[src/rtl/fmc_pkg.sv]
package fmc_pkg;

   typedef enum logic [3:0] {
      M_READ     = 4'd0,
      M_PARTIAL  = 4'd1,
      M_IDQ      = 4'd2,
      M_PARQ     = 4'd3,
      M_ERSWIN   = 4'd4,
      M_PROG     = 4'd5,
      M_ERASE    = 4'd6,
      M_PFAIL    = 4'd7,
      M_EFAIL    = 4'd8,
      M_ESUSP    = 4'd9,
      M_SPART    = 4'd10,
      M_SPROG    = 4'd11,
      M_HWREC    = 4'd12
   } mode_e;

   typedef enum logic [2:0] {
      C_RESET   = 3'd0,
      C_UNLOCK  = 3'd1,
      C_IDQ     = 3'd2,
      C_PARQ    = 3'd3,
      C_PROG    = 3'd4,
      C_ESETUP  = 3'd5,
      C_SUSPEND = 3'd6,
      C_RESUME  = 3'd7
   } cmd_e;

   // Modes in which a pin reset must wait out the recovery interval.
   function automatic logic needs_recovery(mode_e m);
      return (m == M_PROG) || (m == M_ERASE) || (m == M_SPROG) || (m == M_HWREC);
   endfunction

   // Modes reported as busy on the ready/busy output.
   function automatic logic is_busy(mode_e m);
      return (m == M_ERSWIN) || (m == M_PROG) || (m == M_ERASE) ||
             (m == M_SPROG) || (m == M_HWREC);
   endfunction

   function automatic logic is_fail(mode_e m);
      return (m == M_PFAIL) || (m == M_EFAIL);
   endfunction

endpackage

[src/rtl/fmc_pin_filter.sv]
// Resynchronises the hardware reset pin and raises a one-cycle accept pulse
// once it has stayed low for MIN_CYC consecutive cycles.
module fmc_pin_filter #(
   parameter int SYNC_STAGES = 2,
   parameter int MIN_CYC     = 16
) (
   input  logic clk,
   input  logic rst_n,
   input  logic pin_n,
   output logic pin_low,
   output logic fire
);
   localparam int              CW   = $clog2(MIN_CYC + 1);
   localparam logic [CW-1:0]   SAT  = CW'(MIN_CYC);
   localparam logic [CW-1:0]   LAST = CW'(MIN_CYC - 1);

   logic          pin_s;
   logic [CW-1:0] low_cnt;

   generate
      if (SYNC_STAGES == 0) begin : g_direct
         assign pin_s = pin_n;
      end else begin : g_sync
         logic [SYNC_STAGES-1:0] sr;
         always_ff @(posedge clk or negedge rst_n) begin
            if (!rst_n) begin
               sr <= '1;
            end else begin
               sr[0] <= pin_n;
               for (int i = 1; i < SYNC_STAGES; i++) sr[i] <= sr[i-1];
            end
         end
         assign pin_s = sr[SYNC_STAGES-1];
      end
   endgenerate

   always_ff @(posedge clk or negedge rst_n) begin
      if (!rst_n)            low_cnt <= '0;
      else if (pin_s)        low_cnt <= '0;
      else if (low_cnt != SAT) low_cnt <= low_cnt + 1'b1;
   end

   assign pin_low = !pin_s;
   assign fire    = !pin_s && (low_cnt == LAST);

endmodule

[src/rtl/fmc_down_timer.sv]
// One-shot interval timer: done is high in the CYC-th cycle after start.
module fmc_down_timer #(
   parameter int CYC = 8
) (
   input  logic clk,
   input  logic rst_n,
   input  logic start,
   output logic done
);
   localparam int            CW   = (CYC > 1) ? $clog2(CYC) : 1;
   localparam logic [CW-1:0] LOAD = CW'(CYC - 1);

   logic          run;
   logic [CW-1:0] cnt;

   always_ff @(posedge clk or negedge rst_n) begin
      if (!rst_n) begin
         run <= 1'b0;
         cnt <= '0;
      end else if (start) begin
         run <= 1'b1;
         cnt <= LOAD;
      end else if (done) begin
         run <= 1'b0;
      end else if (run) begin
         cnt <= cnt - 1'b1;
      end
   end

   assign done = run && (cnt == '0);

endmodule

[src/rtl/fmc_mode_fsm.sv]
module fmc_mode_fsm
   import fmc_pkg::*;
(
   input  logic  clk,
   input  logic  rst_n,
   input  logic  cmd_vld,
   input  cmd_e  cmd,
   input  logic  eng_done,
   input  logic  eng_fail,
   input  logic  pin_low,
   input  logic  hw_fire,
   input  logic  rec_done,
   input  logic  win_done,
   output mode_e mode,
   output logic  rec_start,
   output logic  win_start
);
   mode_e nxt;
   logic  cmd_ok;

   assign cmd_ok = cmd_vld && !pin_low;

   always_comb begin
      nxt       = mode;
      rec_start = 1'b0;
      win_start = 1'b0;
      if (hw_fire) begin
         if (needs_recovery(mode)) begin
            nxt       = M_HWREC;
            rec_start = 1'b1;
         end else begin
            nxt = M_READ;
         end
      end else begin
         unique case (mode)
            M_READ, M_PARTIAL: begin
               if (cmd_ok) begin
                  case (cmd)
                     C_RESET:  nxt = M_READ;
                     C_UNLOCK: nxt = M_PARTIAL;
                     C_IDQ:    nxt = M_IDQ;
                     C_PARQ:   nxt = M_PARQ;
                     C_PROG:   nxt = M_PROG;
                     C_ESETUP: begin
                        nxt       = M_ERSWIN;
                        win_start = 1'b1;
                     end
                     default:  nxt = mode;
                  endcase
               end
            end
            M_IDQ, M_PARQ, M_PFAIL, M_EFAIL: begin
               if (cmd_ok && cmd == C_RESET) nxt = M_READ;
            end
            M_ERSWIN: begin
               if (cmd_ok && cmd == C_RESET)       nxt = M_READ;
               else if (cmd_ok && cmd == C_ESETUP) win_start = 1'b1;
               else if (win_done)                  nxt = M_ERASE;
            end
            M_PROG: begin
               if (eng_fail)      nxt = M_PFAIL;
               else if (eng_done) nxt = M_READ;
            end
            M_ERASE: begin
               if (eng_fail)                        nxt = M_EFAIL;
               else if (eng_done)                   nxt = M_READ;
               else if (cmd_ok && cmd == C_SUSPEND) nxt = M_ESUSP;
            end
            M_ESUSP: begin
               if (cmd_ok) begin
                  case (cmd)
                     C_UNLOCK: nxt = M_SPART;
                     C_PROG:   nxt = M_SPROG;
                     C_RESUME: nxt = M_ERASE;
                     default:  nxt = mode;
                  endcase
               end
            end
            M_SPART: begin
               if (cmd_ok && cmd == C_RESET)     nxt = M_READ;
               else if (cmd_ok && cmd == C_PROG) nxt = M_SPROG;
            end
            M_SPROG: begin
               if (eng_fail)      nxt = M_PFAIL;
               else if (eng_done) nxt = M_ESUSP;
            end
            M_HWREC: begin
               if (rec_done) nxt = M_READ;
            end
            default: nxt = M_READ;
         endcase
      end
   end

   always_ff @(posedge clk or negedge rst_n) begin
      if (!rst_n) mode <= M_READ;
      else        mode <= nxt;
   end

endmodule

[src/rtl/flash_mode_ctrl.sv]
module flash_mode_ctrl
   import fmc_pkg::*;
#(
   parameter int SYNC_STAGES   = 2,
   parameter int RST_MIN_CYC   = 16,
   parameter int RECOVER_CYC   = 64,
   parameter int ERASE_WIN_CYC = 32
) (
   input  logic       clk,
   input  logic       rst_n,
   input  logic       rst_pin_n,
   input  logic       cmd_vld_i,
   input  logic [2:0] cmd_i,
   input  logic       eng_done_i,
   input  logic       eng_fail_i,
   output logic [3:0] mode_o,
   output logic       ready_o,
   output logic       dq5_o
);
   generate
      if (SYNC_STAGES < 0 || SYNC_STAGES > 4) begin : g_bad_sync
         $error("SYNC_STAGES must be 0..4");
      end
      if (RST_MIN_CYC < 1) begin : g_bad_min
         $error("RST_MIN_CYC must be at least 1");
      end
      if (RECOVER_CYC < 1) begin : g_bad_rec
         $error("RECOVER_CYC must be at least 1");
      end
      if (ERASE_WIN_CYC < 1) begin : g_bad_win
         $error("ERASE_WIN_CYC must be at least 1");
      end
   endgenerate

   logic  pin_low;
   logic  hw_fire;
   logic  rec_start, rec_done;
   logic  win_start, win_done;
   mode_e mode;

   fmc_pin_filter #(.SYNC_STAGES(SYNC_STAGES), .MIN_CYC(RST_MIN_CYC)) u_pin (
      .clk     (clk),
      .rst_n   (rst_n),
      .pin_n   (rst_pin_n),
      .pin_low (pin_low),
      .fire    (hw_fire)
   );

   fmc_down_timer #(.CYC(RECOVER_CYC)) u_rec_tmr (
      .clk   (clk),
      .rst_n (rst_n),
      .start (rec_start),
      .done  (rec_done)
   );

   fmc_down_timer #(.CYC(ERASE_WIN_CYC)) u_win_tmr (
      .clk   (clk),
      .rst_n (rst_n),
      .start (win_start),
      .done  (win_done)
   );

   fmc_mode_fsm u_fsm (
      .clk       (clk),
      .rst_n     (rst_n),
      .cmd_vld   (cmd_vld_i),
      .cmd       (cmd_e'(cmd_i)),
      .eng_done  (eng_done_i),
      .eng_fail  (eng_fail_i),
      .pin_low   (pin_low),
      .hw_fire   (hw_fire),
      .rec_done  (rec_done),
      .win_done  (win_done),
      .mode      (mode),
      .rec_start (rec_start),
      .win_start (win_start)
   );

   assign mode_o  = mode;
   assign ready_o = !is_busy(mode);
   assign dq5_o   = is_fail(mode);

endmodule

[config.mk]
export PLATFORM = sky130hd
export DESIGN_NAME = flash_mode_ctrl
export DESIGN_NICKNAME = d
export VERILOG_FILES = /design/src/rtl/fmc_pkg.sv /design/src/rtl/fmc_pin_filter.sv /design/src/rtl/fmc_down_timer.sv /design/src/rtl/fmc_mode_fsm.sv /design/src/rtl/flash_mode_ctrl.sv
export SDC_FILE = /design/constraint.sdc
export NUM_CORES = 1
export LEC_CHECK = 0
export ABC_AREA = 1
export BUFFER_PORTS_ARGS = -buffer_cell sky130_fd_sc_hd__buf_2
export CORE_MARGIN = 5
export CORE_UTILIZATION = 63
export DETAILED_ROUTE_END_ITERATION = 10
export GPL_TIMING_DRIVEN = 0
export PLACE_DENSITY = 0.84
export SYNTH_ARGS = -nofsm -noshare
export SYNTH_HDL_FRONTEND = slang
export SYNTH_SLANG_ARGS = --single-unit
[constraint.sdc]
create_clock -name clk -period 4.7 [get_ports clk]
set_clock_uncertainty 0.15 [all_clocks]
set_input_delay 0.47 -clock clk [delete_from_list [all_inputs] [get_ports clk]]
set_output_delay 0.47 -clock clk [all_outputs]
set_load 0.05 [all_outputs]
==> results of run 1 <==
## state kept, by name, summed over array words and instances (netlist names)
register / cells
u_win_tmr.run: 1
u_pin.low_cnt: 5
u_pin.g_sync.sr: 2
u_win_tmr.cnt: 5
u_rec_tmr.run: 1
u_fsm.mode: 4
u_rec_tmr.cnt: 6
## area by class of cell
| type | count | area (um^2) |
|---|---|---|
| Timing Repair Buffer | 15 | 80.1 |
| Buffer | 1 | 11.3 |
| Fill cell | 221 | 664 |
| Clock buffer | 3 | 22.5 |
| Sequential cell | 24 | 603 |
| Multi-Input combinational cell | 178 | 931 |
| Clock inverter | 1 | 30.0 |
| Tap cell | 30 | 37.5 |
| Inverter | 38 | 143 |
## path summary, 6_finish.rpt
path / to / slack (ns) / depth (start not counted)
worst max-delay path: ready_o / 2.47 / 5
worst min-delay path: u_pin.g_sync.sr[0] / 0.09 / 1
max in group asynchronous: u_pin.g_sync.sr[1] / 3.56 / 2
min in group asynchronous: u_pin.low_cnt[0] / 0.49 / 2
worst max register to register: u_fsm.mode[3] / 2.85 / 10
worst min register to register: u_pin.g_sync.sr[1] / 0.22 / 0
## power by group through the flow
stage                     sequential [mW]  combinational, mW  clock, mW
after floorplan                     0.331              0.313          0
after global placement              0.291              0.438          0
after detailed placement            0.294              0.441          0
after CTS                           0.289              0.443      0.149
after global routing                0.298              0.502      0.159
final                               0.289              0.442      0.147
## through the flow
stage          hold slack, ns  utilization, %  power (mW)  area, um^2  instances
2_1_floorplan          0.0244               -       0.644        1690        241
3_3_place_gp            0.196            71.2       0.729        1800        285
3_5_place_dp            0.199            71.2       0.734        1800        285
4_1_cts                0.0806            73.7       0.881        1860        290
5_1_grt                0.0723            73.7       0.958        1860        290
6_report               0.0866            73.7       0.878        1860        290
## placed cells by master, fill, tap and decap left out, types with 2 or more instances in the layout
cell	synthesis	layout
o21ai_1	3	3
buf_2	0	14
inv_2	2	2
dfstp_2	2	2
dfrtp_1	22	22
nand3_1	26	26
nand2_1	67	67
nand4_1	5	5
nand2_2	6	6
ha_1	9	9
or2_2	2	2
clkbuf_4	0	3
nor2_1	22	22
a21oi_1	10	10
o21ai_0	10	10
inv_1	35	35
nor2_2	7	7
## layer usage
metal | share of wire [%] | vias to the layer above
li1 | - | 807
met1 | 49 | 701
met2 | 47 | 26
met3 | 4.1 | 2
met4 | 0.55 | 0
met5 | 0 | -
## critical path, delay by kind of cell, from the launching register on
kind | cells | cell delay [ns]
compound gates | 1 | 0.19
flops | 1 | 0.53
buf+inv | 2 | 0.40
simple gates | 2 | 0.17
## timing repair
action / CTS / global route
gates resized for setup: 0 / 0
endpoints found under the hold margin: 22 / 0
hold buffers: 1 / 0
setup buffers: 0 / 0
## cells by family after synthesis
group	count (synthesis)	share of synthesized area, %
fa+ha+maj	9	6.67
compound gates	28	9.64
buf+inv	39	9.12
simple gates	141	38.8
flops	24	35.7
==> impl_metrics.toml, run 1 <==
[critical_path]
critPathLaunchType = "register"
critPathLaunch = "u_fsm.mode[2]"
crit_path_max_incr_delay_ns = 0.53
arrival_ns = 1.61
path_class = "register to primary output"
crit_chain = "inv_2, nand2_2, nor2_1, a211oi_1, buf_2"
cp_slowest_cell = "dfrtp_1"
worst_ep_required_time_ns = 4.08
cp-end-kind = "primary output"
r2r-start = "u_pin.low_cnt[0]"
critPathMaxFanout = 7

[timing]
rsz0062_at_grt = "false"
max_clock_freq_mhz = 449
final-hold-violation-count = 0
maxSlewViolCount = 0
setup-tns-final_ns = 0
setup_viol = 0
min_period_over_period_pct = 47.4
worst_pin_slew_ns = 0.505
fin_ws_ns = 2.47
min_period_ns = 2.23
relSlewSlack_pct = 66.3

[route]
drtAntennaViolNets = 0
drtIter0Drc = 147
vias = 1536
wl_per_cell_um = 10.7
dr.pass1.iters = 4
wirelength_um = 3120
viasPerCell = 5.30
drcViolationCount = 0

[run_status]
status = "complete, no violations"

[grt]
grt_start_max_net_pins = 25
busiest_layer = "met2"
groute.layer.met3.usage_pct = 3.10
grt_overflow_total = 0
antenna_found_initial = 0
grt_pass1_wl_um = 5640
grt_pass1_vias = 1365
grt_usage_pct = 19.4
grtUsageMet2_pct = 30.8
grtUsageMet1_pct = 27.4

[job]
drv_cap = 0

[placement]
hpwlAfterDp_um = 2520
pre_cts_slack_ns = 2.78
port_buffers = 14
globalplace.congestion = 0.876

[synth]
syn_nets = 259
synth_top_cell_area_share_pct = 32.6
syn-cell-area_mm2 = 0.00169
yosysWarnings = 0
avgSynthCellArea_um2 = 7.00
synth_flop_cell = "dfrtp_1"
synth_edf_count = 0
synth_commonest_cells = "nand2_1, inv_1, nand3_1"
async_flop_share_pct = 100
synth_most_common_cell = "nand2_1"
synth_cell_type_count = 28
ys_seq_area_share_pct = 35.7
synth.area.top_cells = "dfrtp_1, nand2_1, inv_1"
yosys.area.top_type = "dfrtp_1"
postSynthCellCount = 241
ys_ff_latch = 24

[floorplanning]
rows = 18
start_util_pct = 66.9
die_y_um = 61.8
core_area_mm2 = 0.00252
ios = 15
die_w_um = 61.8
die-area_mm2 = 0.00381

[pwr]
seqPwrFrac_pct = 32.9
clkPwrFrac_pct = 16.7
power.leakage_nw = 1.03
p_int_mw = 0.473
switchingPower_mw = 0.405
power_density_mw_per_mm2 = 472
vdd_drop_max_mv = 0.394
switching_share_pct = 46.1
power_frac_comb_pct = 50.3

[clock_tree]
h-tree-depth = 1
clk_latency_ns = 0.31
cts_buffers = 3
path_clk_slew_ns = 0.13
cts_sinks = 24
clk_path_buf_depth = 2
clock-root-buffer = "clkbuf_4"
cts_tree = "done"

[cells_and_area]
diodes = 0
syn_to_final_growth_pct = 10.1
final_layout_size_suffix_gt1_share_pct = 16.9
fin_nets = 279

[hold_path]
min-delay-start = "rst_pin_n"
hp-class = "primary input to register"
(Power assumes the default switching activity.)
==> run 2, diff against run 1 <==
Settings changed: CORE_UTILIZATION 63 to 53, PLACE_DENSITY 0.84 to 0.75.
Clock period 4.7 ns to 2 ns, I/O delays scaled along.
==> impl_metrics.toml, run 2 (synthesized netlist as in run 1, its figures left out) <==
[timing]
relSlewSlack_pct = 65.3
max_clock_freq_mhz = 523
setup-tns-final_ns = 0
setup_viol = 0
final-hold-violation-count = 0
rsz0062_at_grt = "false"
worst_pin_slew_ns = 0.520
maxSlewViolCount = 0
min_period_ns = 1.91
min_period_over_period_pct = 95.5

[grt]
grt_start_max_net_pins = 25
busiest_layer = "met2"
antenna_found_initial = 0
grtUsageMet1_pct = 22.7
grt_overflow_total = 0
grt_pass1_vias = 1479
grt_usage_pct = 17.8
groute.layer.met3.usage_pct = 2.55
grt_pass1_wl_um = 6130
grtUsageMet2_pct = 29.5

[floorplanning]
core_area_mm2 = 0.00305
start_util_pct = 55.3
die_y_um = 66.4
die-area_mm2 = 0.00441
die_w_um = 66.4
rows = 20
ios = 15

[cells_and_area]
largest_reg_flops = 6
mostFrequentLayoutCells = "nand2_1, inv_1, nand3_1, nor2_1, dfrtp_1"
fin_nets = 282
final_common_cell = "nand2_1"
final_layout_size_suffix_gt1_share_pct = 19.0
filler_cell_count = 280
diodes = 0
largest_registers = "u_rec_tmr.cnt x6, u_pin.low_cnt x5, u_win_tmr.cnt x5"
seq_area_um2 = 604
layout.cells.non_filler = 307
multiInputGateArea_um2 = 948
largest-register = "u_rec_tmr.cnt"
syn_to_final_growth_pct = 14.2

[pwr]
switchingPower_mw = 0.977
power_density_mw_per_mm2 = 1100
vdd_drop_max_mv = 0.641
p_int_mw = 1.15
seqPwrFrac_pct = 32.0
p_total_mw = 2.13
clkPwrFrac_pct = 16.6
power_frac_comb_pct = 51.4
switching_share_pct = 45.9
power.leakage_nw = 1.05

[clock_tree]
clock-root-buffer = "clkbuf_4"
cts_sinks = 24
path_clk_slew_ns = 0.13
clk_path_buf_depth = 2
cts_buffers = 3
cts_tree = "done"
clk_latency_ns = 0.33
h-tree-depth = 1

[critical_path]
arrival_ns = 1.56
critPathMaxFanout = 8
worst_ep_required_time_ns = 1.65
path_class = "register to primary output"
critPathLaunchType = "register"
cp-end-kind = "primary output"

[placement]
hpwlAfterDp_um = 2620
globalplace.congestion = 0.892
port_buffers = 14
dp.cells = 299

[route]
vias = 1546
drtAntennaViolNets = 0
dr.pass1.iters = 5
wl_per_cell_um = 10.9
drcViolationCount = 0
wirelength_um = 3360
drtIter0Drc = 136
viasPerCell = 5.04

[hold_path]
hp-class = "primary input to async pin"

[run_status]
status = "complete, no violations"

[job]
drv_cap = 0
run 2: worst max-delay path, cell delays in order, from the launching register on:
cell and delay [ns]:
dfrtp_1 0.41, buf_6 0.14, nand2_1 0.14, nor2_1 0.11
a211oi_4 0.20, buf_4 0.22
run 2: cell type report:
class / instances / area share, %
clock buffers: 3 / 1.17
plain buffers: 1 / 0.584
flip-flops and latches: 24 / 31.3
clock inverters: 1 / 1.56
multi-input cells: 178 / 49.2
well taps: 44 / 2.86
repair buffers: 18 / 5.91
inverters: 38 / 7.40
run 2: power by group through the flow:
stage	Sequential (mW)	Combinational, mW	Clock [mW]
6_report	0.682	1.09	0.354
5_1_grt	0.699	1.24	0.384
4_1_cts	0.682	1.07	0.370
3_5_place_dp	0.691	1.06	0
3_3_place_gp	0.686	1.06	0
2_1_floorplan	0.778	0.757	0
run 2: layer usage:
| metal | up-vias | share of wire (%) |
|---|---|---|
| met5 | - | 0 |
| met4 | 0 | 2.0 |
| met3 | 5 | 3.2 |
| met2 | 27 | 47 |
| met1 | 698 | 48 |
| li1 | 816 | - |
run 2: final timing paths:
path                               startpoint                 end  slack [ns]  depth (start not counted)
min reg2reg                u_pin.g_sync.sr[0]  u_pin.g_sync.sr[1]        0.22                          0
max reg2reg                  u_rec_tmr.cnt[0]    u_rec_tmr.cnt[5]        0.16                          9
max                             u_fsm.mode[1]             ready_o        0.09                          5
max in group asynchronous               rst_n       u_fsm.mode[2]        1.12                          2
min in group clk           u_pin.g_sync.sr[0]  u_pin.g_sync.sr[1]        0.22                          0
min                                     rst_n    u_pin.low_cnt[0]        0.20                          2
run 2: what timing repair did:
action,4_1_cts,5_1_grt
setup buffers,1,1
hold buffers,2,0
pin swaps,1,1
endpoints found under the hold margin,23,0
endpoints found under the setup margin,1,6
gates resized for setup,1,6
run 2: metrics by stage:
| step | worst slack [ns] | hold slack (ns) | cell area, um^2 | util, % |
|---|---|---|---|---|
| after global placement | 0.142 | 0.0587 | 1830 | 59.8 |
| after floorplan | 0.0512 | -0.246 | 1700 | - |
| after CTS | 0.00815 | 0.218 | 1910 | 62.5 |
| final | 0.0896 | 0.204 | 1930 | 63.2 |
| after detailed placement | 0.128 | 0.0621 | 1830 | 59.8 |
| after global routing | 0.00149 | 0.228 | 1930 | 63.2 |
